[config.mk]
export PLATFORM = sky130hd
export DESIGN_NAME = unary_exec
export DESIGN_NICKNAME = d
export VERILOG_FILES = /design/src/rtl/unary_exec.sv
export SDC_FILE = /design/constraint.sdc
export NUM_CORES = 1
export LEC_CHECK = 0
export ABC_CLOCK_PERIOD_IN_PS = 1100
export BUFFER_PORTS_ARGS = -buffer_cell sky130_fd_sc_hd__buf_2
export CAP_MARGIN = 10
export CORE_UTILIZATION = 41
export DETAILED_ROUTE_END_ITERATION = 12
export PLACE_DENSITY = 0.71
export SYNTH_ARGS = -nofsm -noshare
export SYNTH_HDL_FRONTEND = slang
export SYNTH_SLANG_ARGS = --single-unit
[constraint.sdc]
create_clock -name clk -period 1.1 [get_ports clk]
set_clock_uncertainty 0.05 [all_clocks]
set_input_delay 0.11 -clock clk [delete_from_list [all_inputs] [get_ports clk]]
set_output_delay 0.11 -clock clk [all_outputs]
set_load 0.1 [all_outputs]
[src/rtl/unary_exec.sv]
module unary_exec #(
  parameter int XLEN     = 32,
  parameter int RIDX     = 4,
  parameter int CODE_W   = 20,
  parameter int CAP_WORD = 7
) (
  input  logic            clk,
  input  logic            rst_n,
  input  logic            issue,
  input  logic            fn_unary,
  input  logic [CODE_W-1:0] fn_code,
  input  logic [RIDX-1:0] idx_a,
  input  logic [RIDX-1:0] idx_b,
  input  logic [XLEN-1:0] ra,
  input  logic [XLEN-1:0] rb,
  input  logic [XLEN-1:0] pc,
  output logic            wa_en,
  output logic [RIDX-1:0] wa_idx,
  output logic [XLEN-1:0] wa_data,
  output logic            wb_en,
  output logic [RIDX-1:0] wb_idx,
  output logic [XLEN-1:0] wb_data,
  output logic            illegal
);
  localparam int BIN_W = 16;

  logic [XLEN-1:0] neg_b;
  logic            b_neg;
  logic            hi_clear;
  logic            same_reg;

  assign neg_b    = '0 - rb;
  assign b_neg    = rb[XLEN-1];
  assign hi_clear = (fn_code[CODE_W-1:BIN_W] == '0);
  assign same_reg = (idx_a == idx_b);

  logic            n_aen, n_ben, n_ill;
  logic [XLEN-1:0] n_adat, n_bdat;

  always_comb begin
    n_aen  = 1'b1;
    n_ben  = 1'b0;
    n_ill  = 1'b0;
    n_adat = '0;
    n_bdat = '0;
    if (fn_unary) begin
      case (fn_code)
        CODE_W'(0): n_adat = pc;
        CODE_W'(1): n_adat = XLEN'(CAP_WORD);
        CODE_W'(2): n_adat = '0;
        CODE_W'(3): n_adat = '1;
        default: begin n_aen = 1'b0; n_ill = 1'b1; end
      endcase
    end else if (!hi_clear) begin
      n_aen = 1'b0;
      n_ill = 1'b1;
    end else begin
      case (fn_code[BIN_W-1:0])
        16'h0000: n_adat = neg_b;
        16'h0001: n_adat = b_neg ? neg_b : rb;
        16'h0002: n_adat = b_neg ? rb : neg_b;
        16'h0003: begin n_adat = rb; n_bdat = ra; n_ben = !same_reg; end
        16'h0004: n_adat = rb;
        16'h0005: begin n_adat = rb; n_bdat = '0; n_ben = !same_reg; end
        default: begin n_aen = 1'b0; n_ill = 1'b1; end
      endcase
    end
  end

  always_ff @(posedge clk or negedge rst_n) begin
    if (!rst_n) begin
      wa_en   <= 1'b0;
      wb_en   <= 1'b0;
      illegal <= 1'b0;
      wa_idx  <= '0;
      wb_idx  <= '0;
      wa_data <= '0;
      wb_data <= '0;
    end else begin
      wa_en   <= issue & n_aen;
      wb_en   <= issue & n_ben;
      illegal <= issue & n_ill;
      if (issue) begin
        wa_idx  <= idx_a;
        wb_idx  <= idx_b;
        wa_data <= n_adat;
        wb_data <= n_bdat;
      end
    end
  end
endmodule


==> results of run 1 <==
kinds of logic after synthesis:
kind of cell / count (synthesis)
adders and majority gates: 3
AOI/OAI and AO/OA: 176
buffers and inverters: 50
xor gates and xnor gates: 5
and+or+nand+nor: 151
DFF: 75
muxes: 11
layer usage:
layer  track usage (%)  overflow
met5             20.95         0
met4             100.3       119
met3             73.00         5
met2             105.9       192
met1             84.37         5
metrics by stage:
step                      TNS [ps]  instance area, um2
after floorplan             -32510                5001
after global placement      -56060                8224
after detailed placement    -56930                8224
after CTS                   -23630                9849
synthesized netlist by cell type, types with 8 or more instances:
master,count
o31ai_1,9
mux2_2,9
nor4_1,17
a32oi_1,9
o21ai_0,13
a22o_1,32
nor3_1,19
nor2_1,15
nand2_1,28
a21o_1,11
dfrtp_1,75
o41ai_1,9
buf_2,10
clkbuf_1,21
inv_1,13
nand3_1,8
a21oi_1,42
a2bb2oi_1,11
what timing repair did:
action	CTS
buffers inserted	49
endpoints found under the setup margin	140
cloned	5
gates resized for setup	117
pin swaps	52
endpoints found under the hold margin	118
hold buffers	44
==> results.md, run 1 <==
- FP Rows: 38
- Maximum root-to-sink buffer count: 2
- Post-synthesis register bit count: 75
- Mux cell area share after synthesis: 2.930%
- Yosys top cell area share: around two fifths
- GRT Total Usage: 88.43%
- Die H: 107.6 um
- Clock buffer count from CTS: 9
- Die width: between 100 and 150 um
- GRT worst endpoint: wa_data[31]$_DFFE_PN0P_/D
- Cells after Synth: between 400 and 500
- Synth Area in Simple Gates: 20.54%
- Worst EP Category: register data pin
- Post-Synth Adder-Cell Area: less than 1%
- Status: did not finish
- Initial core utilization: a little over two fifths
- Error: [ERROR GRT-0232] Routing congestion too high. Check the congestion heatmap in the GUI.
- Syn_nets: around 600
- H-tree depth: 3
- Synth Area in Compound Gates: 28.61%
- Stopped at: global routing (5_1_grt)
- Yosys cell types: 64
- Post-synth EDFFs: 0
- Largest family of logic cells by synthesized area: compound AO/OA/AOI/OAI gates
- GP Congestion: between 0.9 and 1
- Pre-CTS setup slack: -1905 ps
- Async SR Flop Fraction: 100.0%
- Clock root buffer: clkbuf_8
- Register area share after synthesis: 41.07%
- Post-Syn Area: around 4600 um2
- Top area cells in the synthesized netlist: dfrtp_1 41%, a22o_1 6.1%, a21oi_1 4.6%, nor4_1 2.3%, nand2_1 2.3%
- Yosys top cell by area: dfrtp_1
- IO Pins: slightly above 200
- Pin count of the biggest net entering global routing: 76
- Post-Synth XOR/XNOR Area: less than 1%
- Clock sink total: 75
- GR Overflow Total: ~320
- Placed cell count: slightly above 900
- Dominant synthesized flop cell: dfrtp_1
- Mapped Avg Cell Area: 9.701 um2
- Port Buf Inserts: just over 200
- Final HPWL DP: between 10 and 15 mm
- Yosys warns: 0
==> inputs of run 2 (changes only) <==
CORE_UTILIZATION = 26   (was 41)
PLACE_DENSITY = default   (was 0.71)
PLACE_DENSITY_LB_ADDON = 0.15   (was default)
==> run 2 against run 1 <==
Net effect: area after synthesis unchanged; synthesized cell count stayed put; the flow now finishes, with violations (negative setup slack).
==> results.md, run 2 <==
- Status: finished, violations left
- Failing checks: negative setup slack
- Antenna cells: 0
- CP Max Fanout: 2
- Final std cells w/o fill: 1124
- Pre-CTS setup slack: -1914 ps (-8.270 ps)
- Cells after Synth: 471 (unchanged)
- Maximum root-to-sink buffer count: 2 (unchanged)
- Critical Path Source: rb[13]
- Power Dens Cells: between 700 and 800 nW/um2
- Crit. path cell count: 11
- DR pass1 iterations: 4
- Yosys top cell area share: 41.07% (unchanged)
- FP Rows: 48 (+26%)
- Vias in the first global route: 6174
- Slew HR: around 67%
- Top area cells in the synthesized netlist: dfrtp_1 41%, a22o_1 6.1%, a21oi_1 4.6%, nor4_1 2.3%, nand2_1 2.3%
- Register area share after synthesis: 41.07% (unchanged)
- Layer with the highest usage: met2
- Final HPWL DP: 15.21 mm (+7.1%)
- H-tree depth: 3 (unchanged)
- Biggest regs: wa_data x32, wb_data x32
- WS Path Type: in -> reg
- Post-route antenna net violation count: 0
- Clock root buffer: clkbuf_16
- IO Pins: 203 (unchanged)
- Crit end category: flop
- Minimum clock period: ~2600 ps
- GP Congestion: 0.8634 (-4.6%)
- Final Cycle Share: 232.1%
- Routed len/inst: 19.92 um
- Post-Syn Area: 4569 um2 (unchanged)
- Top cells by count, synth: 75 x dfrtp_1, 42 x a21oi_1, 32 x a22o_1, 28 x nand2_1, 21 x clkbuf_1
- Multi-input gate area: 3291 um2
- Port Buf Inserts: 202 (unchanged)
- Met3 usage: 2.815%
- Met1 Track Usage GR: 29.50%
- First-pass GRT wire length: 33.73 mm
- CTS tree: yes
- Initial core utilization: 26.51% (-16 points)
- Crit path arrival time: 2710 ps
- # setup viols final: 91
- Syn_nets: 602 (unchanged)
- Final nets: around 1000
- Hold Path Class: in -> reg
- Pin count of the biggest net entering global routing: 33
- GRT Total Usage: 24.36%
- Die width: 134.6 um (+25%)
- Leak: 4.732 nW
- Final hold viol count: 0
- Clk pin slew, worst setup/hold paths: 60 ps
- DR vias: ~5900
- Mapped Avg Cell Area: 9.701 um2 (unchanged)
- Total core area: around 17000 um2
- Fraction of layout instances using a drive strength above 1: 62.51%
- Yosys warns: 0 (unchanged)
- Drt initial violations: 253
- Initial antenna violation count: 0
- CP max stage cell: or4_4
- R2r setup slk: -190 ps
- Dominant synthesized flop cell: dfrtp_1
- Routed WL: 22.39 mm
- Peak supply drop: 0.7581 mV
- R2R Path Start: wa_data[24]
- Worst setup SP type: primary input
- Worst path cell trace: buf_6, nor4_4, buf_4, nand4_1, or4_4, nor3_4, ha_1, mux4_2, mux2_4, nand3_2, o221ai_2
- Post-synth EDFFs: 0 (unchanged)
- Top-count cell post-synth: dfrtp_1
- Most common cell after layout, fill and taps aside: buf_4
- GR Overflow Total: 0
- Fin area: 10350 um2
- Top delay family on crit path: simple AND/OR/NAND/NOR gates
- Met2 usage: 44.65%
- R2R Path End: wa_data[24]
- Async SR Flop Fraction: 100.0% (unchanged)
- Total die area: 18110 um2
- Unrepaired setup endpoints after global routing: true
- Die H: 134.6 um (+25%)
- Yosys top cell by area: dfrtp_1
- Most frequent cells in the layout: 146 x buf_4, 112 x buf_2, 87 x buf_12, 65 x dfrtp_1, 50 x buf_6
- Reg2Reg Depth: 4
- Crit path buffers/inverters: 2
- Number of remaining DRC errors: 0
- Max cap viols: 0
- F_max: 391.7 MHz
- Fin worst setup slack: -1453 ps
- Fill count: around 1400
- Via density: 5.253
- Clock sink total: 75 (unchanged)
- Largest stage delay, worst path: 560 ps
- Clock buffer count from CTS: 9 (unchanged)
- DP Area: 8300 um2 (+0.93%)
- Placed cell count: 999 (+8.8%)
- Worst Path Required: 1260 ps
- Final Max Tran Viols: 0
- Worst setup endpoint: wa_data[31]
- Worst-Margin Slew: 502.0 ps
- Worst-skew pair later-pin latency: 340 ps
- Syn-to-layout area delta: 126.5%
- Post-synthesis register bit count: 75 (unchanged)
- FF/Latch Area: between 1500 and 2000 um2
- Yosys cell types: 64 (unchanged)
- Setup_tns: -28080 ps
[run 2: how the worst min path moves through the flow]
| stage | start | endpoint | slack (ps) | cells after the start |
|---|---|---|---|---|
| floorplan | rst_n | illegal | -240 | 0 |
| global placement | rst_n | wb_idx[3] | 30 | 1 |
| detailed placement | rst_n | wa_idx[3] | 40 | 1 |
| CTS | pc[3] | wa_data[3] | 20 | 3 |
| global route | pc[3] | wa_data[3] | 30 | 3 |
| finish | pc[3] | wa_data[3] | 20 | 3 |
[run 2: kinds of logic after synthesis]
kind of cell               count (synthesis)  share of synthesized area [%]
adders and majority gates                  3                         0.8216
DFF                                       75                          41.07
and+or+nand+nor                          151                          20.54
xor gates and xnor gates                   5                         0.9583
AOI/OAI and AO/OA                        176                          28.61
buffers and inverters                     50                          5.066
muxes                                     11                          2.930
[run 2: area by class of cell]
| cell class | count | share of cell area (%) |
|---|---|---|
| clock buffers | 9 | 2.176 |
| clock inverters | 7 | 0.9550 |
| inverters | 14 | 0.5561 |
| multi-input cells | 349 | 31.79 |
| flip-flops and latches | 75 | 18.25 |
| well taps | 225 | 2.720 |
| repair buffers | 445 | 43.54 |
[run 2: worst reg2reg max path: stages, from the launching register on]
cell and delay [ps]:
dfrtp_1 390, buf_4 130, a32oi_1 270, o31ai_4 120, a31o_2 220
[run 2: through the flow]
| stage | util [%] | hold WS [ps] | total power [mW] |
|---|---|---|---|
| floorplan | - | -235.6 | 3.521 |
| global placement | 48.16 | 34.02 | 4.441 |
| CTS | 58.17 | 16.39 | 7.989 |
| finish | 60.05 | 15.79 | 7.988 |
| global route | 60.05 | 25.98 | 8.283 |
| detailed placement | 48.16 | 42.91 | 4.455 |
[run 2: report_power, final]
group / total, mW / switching (mW) / internal (mW)
clock network: 3.27 / 1.26 / 2.00
logic: 1.88 / 0.990 / 0.891
registers: 2.84 / 0.0393 / 2.80
[run 2: repair_timing]
action,CTS,global route
resized for setup,116,45
hold endpoints to repair,67,0
setup buffers,47,24
pin swaps,61,37
hold buffers,41,0
gates cloned,5,1
endpoints found under the setup margin,126,139
[run 2: per-layer routing]
metal,part of all wire [%],vias to the layer above
met5,0,-
met4,2.6,0
met3,4.8,36
met2,52,215
met1,40,2938
li1,-,2715
(Power assumes the default switching activity.)
